File: src/rtl/uaddr_pkg.sv
package uaddr_pkg;

    typedef enum logic [2:0] {
        OP_CONT = 3'd0,
        OP_BR   = 3'd1,
        OP_CALL = 3'd2,
        OP_RET  = 3'd3,
        OP_LOOP = 3'd4,
        OP_CBR  = 3'd5,
        OP_MAP  = 3'd6,
        OP_RSV  = 3'd7
    } nxt_op_e;

    localparam int NUM_FLAGS = 4;
    localparam int FLAG_SEL_W = $clog2(NUM_FLAGS);

    // flag positions inside the condition status vector
    localparam int FLG_CARRY = 0;
    localparam int FLG_POS   = 1;
    localparam int FLG_ZERO  = 2;
    localparam int FLG_NEG   = 3;

endpackage

File: src/rtl/useq_incr.sv
module useq_incr #(
    parameter int W = 12
) (
    input  logic [W-1:0] a,
    output logic [W-1:0] y
);
    localparam logic [W-1:0] ONE = {{(W-1){1'b0}}, 1'b1};

    always_comb begin
        y = a + ONE;
    end
endmodule

File: src/rtl/useq_cond_mux.sv
module useq_cond_mux #(
    parameter int N  = 4,
    parameter int SW = $clog2(N)
) (
    input  logic [N-1:0]  flags,
    input  logic [SW-1:0] sel,
    output logic          taken
);
    logic [N-1:0] hit;

    for (genvar i = 0; i < N; i++) begin : g_sel
        assign hit[i] = flags[i] && (sel == SW'(i));
    end

    always_comb begin
        taken = |hit;
    end
endmodule

File: src/rtl/useq_dispatch.sv
module useq_dispatch #(
    parameter int                W        = 12,
    parameter logic [W-1:0]      HOLD_VEC = '0,
    parameter logic [W-1:0]      IRQ_VEC  = '0
) (
    input  logic         hold_req,
    input  logic         irq_pend,
    input  logic [W-1:0] map_addr,
    output logic [W-1:0] disp_addr
);
    always_comb begin
        if (hold_req) begin
            disp_addr = HOLD_VEC;
        end else if (irq_pend) begin
            disp_addr = IRQ_VEC;
        end else begin
            disp_addr = map_addr;
        end
    end
endmodule

File: src/rtl/uaddr_sequencer.sv
module uaddr_sequencer
    import uaddr_pkg::*;
#(
    parameter int                 ADDR_W   = 12,
    parameter int                 CNT_W    = 8,
    parameter logic [ADDR_W-1:0]  HOLD_VEC = 12'hFF0,
    parameter logic [ADDR_W-1:0]  IRQ_VEC  = 12'hFE0
) (
    input  logic                  clk,
    input  logic                  rst_n,
    input  logic                  adv,
    input  logic [2:0]            nxt_op,
    input  logic [ADDR_W-1:0]     br_tgt,
    input  logic [ADDR_W-1:0]     map_addr,
    input  logic                  cnt_ld,
    input  logic [CNT_W-1:0]      cnt_val,
    input  logic [NUM_FLAGS-1:0]  cond_flags,
    input  logic [FLAG_SEL_W-1:0] cond_sel,
    input  logic                  hold_req,
    input  logic                  irq_pend,
    output logic [ADDR_W-1:0]     uaddr
);
    localparam logic [CNT_W-1:0] CNT_ONE = {{(CNT_W-1){1'b0}}, 1'b1};

    typedef struct packed {
        logic [ADDR_W-1:0] addr;
        logic [ADDR_W-1:0] save;
        logic [CNT_W-1:0]  cnt;
    } seq_state_t;

    seq_state_t st_d, st_q;

    logic [ADDR_W-1:0] addr_inc;
    logic [ADDR_W-1:0] disp_addr;
    logic              cond_taken;
    logic              cnt_nz;
    nxt_op_e           op;

    assign op     = nxt_op_e'(nxt_op);
    assign cnt_nz = |st_q.cnt;

    useq_incr #(.W(ADDR_W)) u_incr (
        .a (st_q.addr),
        .y (addr_inc)
    );

    useq_cond_mux #(.N(NUM_FLAGS), .SW(FLAG_SEL_W)) u_cond (
        .flags (cond_flags),
        .sel   (cond_sel),
        .taken (cond_taken)
    );

    useq_dispatch #(.W(ADDR_W), .HOLD_VEC(HOLD_VEC), .IRQ_VEC(IRQ_VEC)) u_disp (
        .hold_req  (hold_req),
        .irq_pend  (irq_pend),
        .map_addr  (map_addr),
        .disp_addr (disp_addr)
    );

    always_comb begin
        st_d = st_q;
        if (adv) begin
            unique case (op)
                OP_BR:   st_d.addr = br_tgt;
                OP_CALL: begin
                    st_d.addr = br_tgt;
                    st_d.save = addr_inc;
                end
                OP_RET:  st_d.addr = st_q.save;
                OP_LOOP: begin
                    if (cnt_nz) begin
                        st_d.addr = br_tgt;
                        st_d.cnt  = st_q.cnt - CNT_ONE;
                    end else begin
                        st_d.addr = addr_inc;
                    end
                end
                OP_CBR:  st_d.addr = cond_taken ? br_tgt : addr_inc;
                OP_MAP:  st_d.addr = disp_addr;
                default: st_d.addr = addr_inc;
            endcase
            if (cnt_ld) begin
                st_d.cnt = cnt_val;
            end
        end
    end

    always_ff @(posedge clk) begin
        if (!rst_n) begin
            st_q <= '0;
        end else begin
            st_q <= st_d;
        end
    end

    assign uaddr = st_q.addr;

    AST_RESET_CLEARS: assert property (@(posedge clk)
        !rst_n |=> (uaddr == '0));

    AST_SEQ_INCR: assert property (@(posedge clk) disable iff (!rst_n)
        (adv && nxt_op == 3'd0) |=> (uaddr == ADDR_W'($past(uaddr) + 1'b1)));

    AST_BRANCH_TARGET: assert property (@(posedge clk) disable iff (!rst_n)
        (adv && nxt_op == 3'd1) |=> (uaddr == $past(br_tgt)));

    AST_RETURN_SAVED: assert property (@(posedge clk) disable iff (!rst_n)
        (adv && nxt_op == 3'd2) ##1 (adv && nxt_op == 3'd3) |=>
        (uaddr == ADDR_W'($past(uaddr, 2) + 1'b1)));

    AST_LOOP_EXIT: assert property (@(posedge clk) disable iff (!rst_n)
        (adv && nxt_op == 3'd4 && st_q.cnt == '0) |=>
        (uaddr == ADDR_W'($past(uaddr) + 1'b1)));

    AST_COND_TAKEN: assert property (@(posedge clk) disable iff (!rst_n)
        (adv && nxt_op == 3'd5 && cond_flags[cond_sel]) |=> (uaddr == $past(br_tgt)));

    AST_HOLD_FIRST: assert property (@(posedge clk) disable iff (!rst_n)
        (adv && nxt_op == 3'd6 && hold_req) |=> (uaddr == HOLD_VEC));

    AST_STALL: assert property (@(posedge clk) disable iff (!rst_n)
        !adv |=> ($stable(uaddr) && $stable(st_q.cnt) && $stable(st_q.save)));

endmodule

File: config.mk
export PLATFORM = sky130hd
export DESIGN_NAME = uaddr_sequencer
export DESIGN_NICKNAME = d
export VERILOG_FILES = /design/src/rtl/uaddr_pkg.sv /design/src/rtl/useq_incr.sv /design/src/rtl/useq_cond_mux.sv /design/src/rtl/useq_dispatch.sv /design/src/rtl/uaddr_sequencer.sv
export SDC_FILE = /design/constraint.sdc
export NUM_CORES = 1
export LEC_CHECK = 0
export BUFFER_PORTS_ARGS = -buffer_cell sky130_fd_sc_hd__buf_2
export CAP_MARGIN = 15
export CELL_PAD_IN_SITES_DETAIL_PLACEMENT = 0
export CELL_PAD_IN_SITES_GLOBAL_PLACEMENT = 1
export CORE_MARGIN = 5
export CORE_UTILIZATION = 37
export DETAILED_ROUTE_END_ITERATION = 16
export PLACE_DENSITY = 0.9
export SLEW_MARGIN = 20
export SYNTH_ARGS = -nofsm -noshare
export SYNTH_HDL_FRONTEND = slang
export SYNTH_SLANG_ARGS = --single-unit
File: constraint.sdc
create_clock -name clk -period 2.71 [get_ports clk]
set_input_delay 0.1355 -clock clk [delete_from_list [all_inputs] [get_ports clk]]
set_output_delay 0.1355 -clock clk [all_outputs]
set_load 0.02 [all_outputs]
# After elaboration in Yosys (flattened, before gate mapping)
# Cells that the tools add are included.
# word_totals
out_inout_bits	12
inputBits	47
ff_bits	32
wordCells	34
# classes
n_reduce_logical	12
n_eq_ne	9
muxes	8
addsub	2
# op_table
operator	n
$pmux W12 S5	1
$mux W12	4
$mux W8	3
$add A12 B1 Y12 const B	1
$eq A3 B3 Y1 const B	3
$reduce_or A8 Y1	1
$sub A8 B1 Y8 const B	1
$eq A3 B2 Y1 const B	2
$eq A2 B2 Y1 const B	2
$logic_and A1 B1 Y1	4
$reduce_bool A2 Y1	2
$reduce_or A4 Y1	1
$eq A3 B1 Y1 const B	1
$reduce_and A3 Y1	1
$eq A2 B1 Y1 const B	1
$logic_not A2 Y1	1
$reduce_and A2 Y1	1
$reduce_or A2 Y1	1

# Longest topological paths before layout
# Gate-level depths: netlist of the first run.
# logic_depth
ltp_word	5
ltp_mapped	8

# By module
# Synthesis of the first run repeated with hierarchy kept, for this count alone.
# hier_totals
hier_cells	287
hier_area_um2	2262.2
# by_module_without_submodules
module	seq_area_each_um2	cells_each	instances	area_each_um2
uaddr_sequencer	640.6	243	1	1956.9
useq_incr	0.0	29	1	198.9
useq_dispatch	0.0	14	1	83.8
useq_cond_mux	0.0	1	1	22.5

# Least setup slack after synthesis of the first run
# Ideal clock, no wire load.
# synth_timing
path_kind	flip-flop to flip-flop
startpoint	reg st_q[0] (netlist name)
endpoint	reg st_q[6] (netlist name)
stages_incl_launch_ff	8
setup_slack_ns	0.675
setup_time_ns	0.058
arrival_time_ns	1.977
t_required_ns	2.652
cell_sequence	dfxtp_1 -> inv_1 -> ha_1 -> or4b_4 -> or4b_4 -> o31ai_1 -> and2_1 -> o21a_1
# synth_between
elab_chain_cells	4
word_cells_on_any_way	7
# synth_lines
item	line	text
start: declaration	uaddr_sequencer.sv:31	seq_state_t st_d, st_q;
start signal: assignment	uaddr_sequencer.sv:92	st_q <= st_d;
$sub A8 B1 Y8	uaddr_sequencer.sv:73	st_d.cnt = st_q.cnt - CNT_ONE;
$mux W8	uaddr_sequencer.sv:71	if (cnt_nz) begin
$mux W8	uaddr_sequencer.sv:63	unique case (op)
$mux W8	uaddr_sequencer.sv:82	if (cnt_ld) begin
# Several ways; a longest one is shown, not always the timed one. The select of a mux whose other input is x is not followed.
# A chain may end at the register's enable or synchronous reset.

# Final worst setup path of the first run
# layout_timing
startpoint	reg st_q[0] (netlist name)
endpoint	reg st_q (netlist bit uaddr[10])
# layout_between
elab_chain_cells	3
# layout_lines
item	line	text
$reduce_or A8 Y1	uaddr_sequencer.sv:40	assign cnt_nz = |st_q.cnt;
$mux W12	uaddr_sequencer.sv:71	
$pmux W12 S5	uaddr_sequencer.sv:63	
# Every way passes these cells.

==> results of run 1 <==
==> area by class of cell <==
type / instances / area, um^2
Inverter: 6 / 22.5
Timing Repair Buffer: 60 / 305
Clock buffer: 6 / 72.6
Fill cell: 580 / 3060
Clock inverter: 2 / 35.0
Sequential cell: 32 / 641
Multi-Input combinational cell: 201 / 1250
Tap cell: 72 / 90.1
==> logic make-up (layout without fill, tap and decap cells) <==
group,count (synthesis),after routing,share of synthesized area [%]
DFF,32,32,30.9
and+or+nand+nor,103,103,24.3
xor gates and xnor gates,11,11,4.64
buffers and inverters,36,74,8.93
AOI/OAI and AO/OA,72,72,23.1
muxes,13,13,6.94
adders and majority gates,2,2,1.21
==> power by group <==
part           internal, mW  switching (mW)  total (mW)
sequential            0.496          0.0343       0.531
clock                 0.273           0.177       0.450
combinational         0.108           0.147       0.256
total                 0.877           0.359        1.24
==> critical path: stages (launching register included) <==
cell      delay, ns
dfxtp_1        0.34
inv_1          0.06
ha_1           0.19
or4b_4         0.50
o211ai_2       0.28
o211ai_1       0.13
buf_4          0.20
a221oi_1       0.30
nor2_1         0.07
==> per-stage QoR <==
| stage | worst slack, ns | hold WS, ns | instances | area (um^2) |
|---|---|---|---|---|
| 2_1_floorplan | 0.675 | 0.270 | 269 | 2070 |
| 3_3_place_gp | 0.574 | 0.385 | 371 | 2310 |
| 3_5_place_dp | 0.523 | 0.380 | 371 | 2310 |
| 4_1_cts | 0.507 | 0.0771 | 379 | 2410 |
| 5_1_grt | 0.343 | 0.0779 | 379 | 2410 |
| 6_report | 0.517 | 0.0804 | 379 | 2410 |
==> routing by layer <==
layer	share of wire (%)	GRT usage, %	wire length, um	vias up
li1	-	-	-	1029
met4	1.3	5.47	74	0
met1	45	19.8	2450	931
met3	8.6	4.95	474	6
met5	0	0	0	-
met2	45	26.3	2490	59
==> sequential cells by signal, summed over array words and instances, names as in the netlist <==
register / cells
st_q: 20
uaddr: 12
==> synth_stat cells, types with 3 or more instances <==
cell       n
a211oi_1   3
a21oi_1   11
a221oi_1  10
buf_2      4
buf_4     12
clkbuf_1  14
dfxtp_1   32
inv_1      6
mux2i_1   11
nand2_1   35
nand3_1   16
nand4_1    3
nor2_1    27
nor4_1     3
o211ai_1   4
o21ai_0   26
o31ai_1    3
xnor2_1    7
xor2_1     4
==> worst paths after layout <==
path	start	to	slack [ns]	cells past startpoint
hold reg to reg	st_q[18]	st_q[18]	0.49	2
setup reg to reg	st_q[0]	uaddr[10]	0.52	8
setup / recovery	st_q[0]	uaddr[10]	0.52	8
hold / removal	br_tgt[2]	uaddr[2]	0.08	3
==> qor.csv, run 1 <==
stage,metric,value,unit
timing,worst_pin_slew,0.580,ns
clock_network,cts_tree,built,
clock_network,numCtsBuffers,5,
hold_path,hold_class,in -> reg,
die,fp.dieH,84.9,um
route,vias,2025,
clock_network,cts_setup_buffers,0,
synthesis,synthArstFlopShare,0,%
die,core-area,5470,um^2
run_status,outcome,"complete, no violations",
synthesis,synth_cell_types,48,
worst_setup_path,cp.required,2.88,ns
timing,slew_headroom,61.2,%
route,route.detailed.drc,0,
global_routing,grt_usage,16.0,%
clock_network,cts.sinks,32,
final_layout,area_growth,16.4,%
timing,skew,0.00575,ns
timing,finalCritPeriodShare,80.9,%
final_layout,diodes,0,
power_and_ir_drop,leakage,0.987,nW
clock_network,clkSlewWorstSetupHoldPaths,0.07,ns
route,wl_per_cell,14.5,um
worst_setup_path,cp_max_fo,12,
die,fp-row-count,27,
power_and_ir_drop,ir_drop,0.235,mV
timing,finalSetupTns,0,ns
worst_setup_path,arrival,2.36,ns
synthesis,ys_warn_count,0,
synthesis,synth_top_cell_by_area,dfxtp_1,
timing,setup_viol,0,
synthesis,syn_area_per_cell,7.71,um^2
global_routing,grt_max_degree,36,
synthesis,synth-edff-count,0,
timing,finalHoldViolCount,0,
route,viasPerCell,5.34,
synthesis,syn_inst,269,
synthesis,syn-num-nets,318,
synthesis,synth_area_leaders,"dfxtp_1 (31%), nand2_1 (6.3%), o21ai_0 (6.3%)",
final_layout,final_layout_size_suffix_gt1_share,25.1,%
timing,maxSlewViolCount,0,
die,start_util,37.9,%
synthesis,synth-seq-cells,32,
route,dr.pass1.iters,4,
placed_design,numPortBuffers,58,
global_routing,grt_pass1_wl,9340,um
global_routing,grt_pass1_vias,2021,
worst_setup_path,crit_path_end_kind,register,
final_layout,layout_common_cells,"buf_2 (58), nand2_1 (35), dfxtp_1 (32)",
power_and_ir_drop,powerDensity,512,nW/um^2
final_layout,layout_commonest_cell,buf_2,
timing,timing.fmax,0.456,GHz
worst_setup_path,critPathLaunchType,register,
clock_network,clock_latency,0.28,ns
final_layout,final_nets,355,
route,wirelength,5490,um
clock_network,ctsHoldBuffers,0,
timing,period_needed,2.19,ns
route,dr.first_iter.drc_count,197,
placed_design,gp_congestion,0.796,
clock_network,postCtsResizedCells,0,
clock_network,htreeDepth,2,
route,ant_nets,0,
global_routing,antenna_found_initial,0,
timing,rsz0062_at_grt,false,
run,maxCapViolations,0,
final_layout,postLayoutCoreUtil,44.1,%
power_and_ir_drop,p_total,1.24,mW
clock_network,cts_root_buf,clkbuf_8,
synthesis,ys_seq_area_share,30.9,%
clock_network,cts_buffer_depth,2,
worst_setup_path,worstSetupPathType,reg -> reg,
die,die-area,7200,um^2
global_routing,grt.overflow.total,0,
placed_design,dp_hpwl,3990,um
synthesis,syn_area,2070,um^2
die,die_w,84.9,um
die,ios,59,
synthesis,synth_top_area_share,30.9,%
synthesis,synth_ff_type,dfxtp_1,
Note: power is estimated with default switching activity, not from simulation.
==> inputs of run 2 (changes only) <==
--- a/config.mk
+++ b/config.mk
@@ -5,14 +5,15 @@
 export SDC_FILE = /design/constraint.sdc
 export NUM_CORES = 1
 export LEC_CHECK = 0
+export ABC_AREA = 1
 export BUFFER_PORTS_ARGS = -buffer_cell sky130_fd_sc_hd__buf_2
 export CAP_MARGIN = 15
 export CELL_PAD_IN_SITES_DETAIL_PLACEMENT = 0
 export CELL_PAD_IN_SITES_GLOBAL_PLACEMENT = 1
 export CORE_MARGIN = 5
-export CORE_UTILIZATION = 37
+export CORE_UTILIZATION = 32
 export DETAILED_ROUTE_END_ITERATION = 16
-export PLACE_DENSITY = 0.9
+export PLACE_DENSITY = 0.87
 export SLEW_MARGIN = 20
 export SYNTH_ARGS = -nofsm -noshare
 export SYNTH_HDL_FRONTEND = slang
==> constraint.sdc (replaced) <==
create_clock -name clk -period 2 [get_ports clk]
set_input_delay 0.1 -clock clk [delete_from_list [all_inputs] [get_ports clk]]
set_output_delay 0.1 -clock clk [all_outputs]
set_load 0.02 [all_outputs]
==> run 2 against run 1 <==
Compared with the run above: cell area up 12%; clock power up 25%; final cell count up 39%; highest routed layer unchanged; core utilization down 4.7 points; combinational power up 64%; flip-flop and latch count unchanged; setup slack worse by 0.22 ns; synthesized cell count up 41%; non-clock buffer count up 4; hold slack better by 0.030 ns; register-to-register slack worse by 0.22 ns; sequential power up 34%.
==> qor.csv, run 2 <==
stage,metric,value,unit
power_and_ir_drop,powerDensity,629,nW/um^2
synthesis,synth_top_cell_by_area,dfxtp_1,
synthesis,ys_seq_area_share,28.2,%
synthesis,synthArstFlopShare,0,%
route,vias,2472,
worst_setup_path,critPathLaunch,st_q[0],
worst_setup_path,arrival,1.88,ns
final_layout,diodes,0,
run_status,outcome,"complete, no violations",
synthesis,yosysMostFrequentCell,nand2_1,
timing,holdWs,0.110,ns
timing,timing.fmax,0.588,GHz
synthesis,synth-compound-area-share,19.6,%
timing,maxSlewViolCount,0,
die,fp.dieH,94.2,um
global_routing,grt_usage,16.0,%
route,viasPerCell,4.69,
route,ant_nets,0,
route,route.detailed.drc,0,
die,core-area,6830,um^2
final_layout,finalNonFillerCells,527,
synthesis,synthTopCellsByCount,"nand2_1 (111), inv_1 (49), o21ai_0 (42)",
synthesis,syn-num-nets,429,
clock_network,cts_buffer_depth,2,
clock_network,cts_setup_buffers,0,
hold_path,hp-start,br_tgt[7],
power_and_ir_drop,ir_drop,0.200,mV
hold_path,hold_class,in -> reg,
placed_design,gp_congestion,0.843,
synthesis,synth_cell_types,28,
placed_design,dp_hpwl,5090,um
synthesis,synth_top_family_by_area,simple AND/OR/NAND/NOR gates,
global_routing,grt_max_degree,19,
clock_network,cts_tree,built,
clock_network,ctsHoldBuffers,0,
synthesis,synth_xor_area_share,1.93,%
final_layout,layout_commonest_cell,nand2_1,
synthesis,synthMuxAreaShare,0.441,%
global_routing,grt_pass1_wl,10900,um
clock_network,postCtsResizedCells,0,
die,die-area,8880,um^2
global_routing,grt_pass1_vias,2274,
die,start_util,33.2,%
placed_design,numPortBuffers,58,
final_layout,final_nets,480,
synthesis,synthAdderAreaFrac,1.10,%
timing,setup_viol,0,
timing,finalCritPeriodShare,85.1,%
die,die_w,94.2,um
clock_network,clock_latency,0.29,ns
synthesis,synth_ff_type,dfxtp_1,
synthesis,synth_area_leaders,"dfxtp_1 (28%), nand2_1 (18%), o21ai_0 (9.3%)",
worst_setup_path,cp_max_fo,9,
final_layout,fillers,771,
route,dr.first_iter.drc_count,128,
final_layout,area_growth,18.6,%
run,maxCapViolations,0,
route,dr.pass1.iters,4,
synthesis,synth-seq-cells,32,
final_layout,largest_reg_flops,20,
final_layout,final_layout_size_suffix_gt1_share,19.0,%
global_routing,grt.overflow.total,0,
timing,finalSetupTns,0,ns
die,fp-row-count,30,
timing,rsz0062_at_grt,false,
timing,finalHoldViolCount,0,
synthesis,yosys.area_share.simple,34.1,%
clock_network,cts.sinks,32,
timing,skew,0.00378,ns
final_layout,top_register,st_q,
clock_network,clkSlewWorstSetupHoldPaths,0.07,ns
route,wl_per_cell,12.8,um
worst_setup_path,cp.required,2.18,ns
power_and_ir_drop,leakage,1.38,nW
clock_network,htreeDepth,2,
clock_network,numCtsBuffers,5,
synthesis,ys_warn_count,0,
final_layout,layout_common_cells,"nand2_1 (111), buf_2 (58), inv_1 (49)",
synthesis,syn_area_per_cell,5.97,um^2
synthesis,syn_inst,380,
worst_setup_path,rr_startpoint,st_q[0],
worst_setup_path,critPathLaunchType,register,
clock_network,cts_root_buf,clkbuf_8,
synthesis,synth_top_area_share,28.2,%
synthesis,syn_area,2270,um^2
global_routing,antenna_found_initial,0,
worst_setup_path,worstSetupPathType,reg -> reg,
die,ios,59,
timing,period_needed,1.70,ns
synthesis,synth-edff-count,0,
route,wirelength,6750,um
placed_design,dp.cells,520,
worst_setup_path,crit_path_end_kind,register,
timing,worst_pin_slew,0.426,ns
timing,slew_headroom,71.5,%
==> run 2: cell type report <==
cell class | instances | area [um^2] | share of cell area [%]
Multi-Input combinational cell | 274 | 1300 | 48.2
Sequential cell | 32 | 641 | 23.8
Timing Repair Buffer | 64 | 335 | 12.5
Inverter | 54 | 203 | 7.53
Tap cell | 96 | 120 | 4.46
Clock buffer | 7 | 96.3 | 3.58
==> run 2: critical path, cell delays in order, from the launching register on <==
cell     delay (ns)
dfxtp_1        0.31
inv_1          0.08
ha_1           0.21
nand3_1        0.18
o21ai_2        0.21
nand3_2        0.27
nand2_1        0.14
nand2_1        0.06
nor2_1         0.10
nor2_1         0.04
==> run 2: kinds of logic (layout without fill, tap and decap cells) <==
| kind of cell | count (synthesis) | after routing |
|---|---|---|
| XOR/XNOR | 5 | 5 |
| buffers and inverters | 74 | 125 |
| flip-flops | 32 | 32 |
| AO/OA/AOI/OAI | 82 | 82 |
| adder cells (fa/ha/maj) | 2 | 2 |
| AND/OR/NAND/NOR | 184 | 184 |
| multiplexers | 1 | 1 |
==> run 2: through the flow <==
step / cell area (um^2) / setup slack [ns] / power, mW / util (%)
2_1_floorplan: 2270 / 0.483 / 1.02 / -
3_3_place_gp: 2600 / 0.349 / 1.14 / 38.0
3_5_place_dp: 2600 / 0.293 / 1.15 / 38.0
4_1_cts: 2690 / 0.286 / 1.71 / 39.4
5_1_grt: 2690 / 0.105 / 1.80 / 39.4
6_report: 2690 / 0.298 / 1.69 / 39.4
==> run 2: path summary, 6_finish.rpt <==
check	endpoint	slack [ns]	depth (start not counted)
setup / recovery	uaddr[3]	0.30	9
setup reg to reg	uaddr[3]	0.30	9
hold / removal	uaddr[7]	0.11	5
hold reg to reg	st_q[12]	0.47	2
==> run 2: per-layer routing <==
layer / up-vias / global-route usage, % / part of all wire [%]
li1: 1301 / - / -
met1: 1111 / 20.8 / 48
met2: 56 / 26.3 / 46
met3: 4 / 4.09 / 5.3
met4: 0 / 3.61 / 0.93
met5: - / 0 / 0
==> run 2: power breakdown <==
group / internal, mW / switching, mW
logic: 0.155 / 0.266
registers: 0.678 / 0.0359
clock network: 0.307 / 0.254
==> inputs of run 3 (changes only) <==
--- a/config.mk
+++ b/config.mk
@@ -10,7 +10,7 @@
 export CAP_MARGIN = 15
 export CELL_PAD_IN_SITES_DETAIL_PLACEMENT = 0
 export CELL_PAD_IN_SITES_GLOBAL_PLACEMENT = 1
-export CORE_MARGIN = 5
+export CORE_MARGIN = 4
 export CORE_UTILIZATION = 32
 export DETAILED_ROUTE_END_ITERATION = 16
 export PLACE_DENSITY = 0.87
==> constraint.sdc (replaced) <==
create_clock -name clk -period 2 [get_ports clk]
set_input_delay 0 -clock clk [delete_from_list [all_inputs] [get_ports clk]]
set_output_delay 0 -clock clk [all_outputs]
set_load 0.02 [all_outputs]
==> run 3 against run 2 <==
Compared with the run above: clock skew rose by 0.00075 ns; sequential power barely moved; fmax fell by 1.3%; via count rose by 0.53%; flip-flop and latch count did not move.
==> qor.csv, run 3 (synthesized netlist as in run 2, its figures left out) <==
stage,metric,value,unit
route,dr.first_iter.drc_count,166,
final_layout,fin_area,2700,um^2
final_layout,diodes,0,
run,maxCapViolations,0,
clock_network,numCtsBuffers,5,
final_layout,largest_reg_flops,20,
placed_design,numPortBuffers,58,
die,die_w,92.2,um
timing,maxSlewViolCount,0,
placed_design,place_area,2590,um^2
global_routing,grt_pass1_vias,2395,
final_layout,layout_commonest_cell,nand2_1,
die,fp-row-count,30,
hold_path,hold_class,in -> reg,
timing,finalHoldViolCount,0,
run_status,outcome,"complete, no violations",
power_and_ir_drop,powerDensity,625,nW/um^2
clock_network,cts_buffer_depth,2,
timing,finalSetupTns,0,ns
placed_design,gp_congestion,0.846,
worst_setup_path,critPathLaunch,st_q[0],
worst_setup_path,rr_startpoint,st_q[0],
final_layout,layout_common_cells,"nand2_1 (111), buf_2 (58), inv_1 (49)",
route,wl_per_cell,12.5,um
worst_setup_path,r2r_cells,9,
route,dr.pass1.iters,4,
global_routing,grt_max_degree,19,
route,vias,2485,
final_layout,final_nets,479,
clock_network,ctsHoldBuffers,0,
timing,holdWs,0.00728,ns
hold_path,worstHoldPathCells,5,
final_layout,final_layout_size_suffix_gt1_share,19.1,%
timing,setup_viol,0,
worst_setup_path,cp.required,2.18,ns
final_layout,area_growth,18.7,%
die,die-area,8500,um^2
clock_network,clkSlewWorstSetupHoldPaths,0.07,ns
hold_path,min_delay_worst_endpoint,uaddr[6],
worst_setup_path,r2r-end,uaddr[0],
timing,period_needed,1.72,ns
clock_network,clock_latency,0.28,ns
worst_setup_path,arrival,1.90,ns
worst_setup_path,r2r_slack,0.28,ns
route,wirelength,6560,um
final_layout,fillers,788,
die,core-area,6830,um^2
clock_network,cts_setup_buffers,0,
route,ant_nets,0,
clock_network,htreeDepth,2,
timing,skew,0.00453,ns
power_and_ir_drop,power.switching,546,uW
final_layout,top_register,st_q,
power_and_ir_drop,internal_power,1.14,mW
power_and_ir_drop,ir_drop,0.264,mV
route,route.detailed.drc,0,
final_layout,finalNonFillerCells,526,
power_and_ir_drop,clock_power_share,32.8,%
power_and_ir_drop,p_sw_share,32.4,%
worst_setup_path,crit_path_end_kind,register,
power_and_ir_drop,leakage,1.38,nW
timing,worst_pin_slew,0.358,ns
clock_network,cts_tree,built,
global_routing,grt.overflow.total,0,
worst_setup_path,cp_max_fo,9,
power_and_ir_drop,seqPwrFrac,42.6,%
global_routing,grt_usage,16.0,%
route,viasPerCell,4.72,
hold_path,hp-start,br_tgt[6],
die,fp.dieH,92.2,um
timing,timing.fmax,0.580,GHz
global_routing,antenna_found_initial,0,
worst_setup_path,worstSetupPathType,reg -> reg,
power_and_ir_drop,pwr-share-comb,24.7,%
placed_design,dp.cells,519,
global_routing,grt_pass1_wl,10900,um
worst_setup_path,critPathLaunchType,register,
die,start_util,33.2,%
clock_network,cts_root_buf,clkbuf_8,
timing,rsz0062_at_grt,false,
timing,finalCritPeriodShare,86.2,%
clock_network,cts.sinks,32,
placed_design,dp_hpwl,4930,um
die,ios,59,
timing,slew_headroom,76.1,%
## run 3: power by group through the flow
stage	Combinational [mW]	Clock [mW]	Sequential, mW
2_1_floorplan	0.304	0	0.720
6_report	0.415	0.552	0.717
5_1_grt	0.481	0.597	0.722
4_1_cts	0.417	0.566	0.716
3_5_place_dp	0.416	0	0.730
3_3_place_gp	0.412	0	0.730
## run 3: layer usage
metal  up-vias  wire (um)  track usage (%)
met4         0         53             4.08
met3         4        393             3.77
li1       1301          -                -
met2        63       3080             26.8
met1      1117       3030             20.7
met5         -          0                0
## run 3: what timing repair did
item | CTS | global route
endpoints found under the setup margin | 0 | 4
resized for setup | 0 | 2
hold endpoints to repair | 0 | 0
## run 3: critical path, stage by stage (launching register included)
cell     delay [ns]
dfxtp_1        0.31
inv_1          0.09
ha_1           0.21
nand3_1        0.17
o21ai_2        0.33
nand3_4        0.21
nand2_1        0.10
nand2_1        0.05
nor2_1         0.11
nor2_1         0.04
## run 3: final cells by class
type                            count  area [um^2]  share of cell area, %
Tap cell                           96          120                   4.46
Timing Repair Buffer               63          328                   12.2
Sequential cell                    32          641                   23.8
Multi-Input combinational cell    274         1310                   48.5
Clock buffer                        7         96.3                   3.57
Inverter                           54          203                   7.52
## run 3: worst max-delay path by stage
stage / slack (ns) / to / cells after the start
5_1_grt: 0.06 / uaddr[8] / 10
3_3_place_gp: 0.24 / uaddr[2] / 9
6_report: 0.28 / uaddr[0] / 9
3_5_place_dp: 0.18 / uaddr[0] / 9
2_1_floorplan: 0.48 / uaddr[0] / 9
4_1_cts: 0.16 / uaddr[0] / 9
## run 3: through the flow
step           setup WS (ns)  total power [mW]  util (%)
6_report               0.276              1.68      39.5
5_1_grt               0.0623              1.80      39.5
4_1_cts                0.165              1.70      39.3
3_5_place_dp           0.176              1.15      37.9
3_3_place_gp           0.243              1.14      37.9
2_1_floorplan          0.483              1.02         -
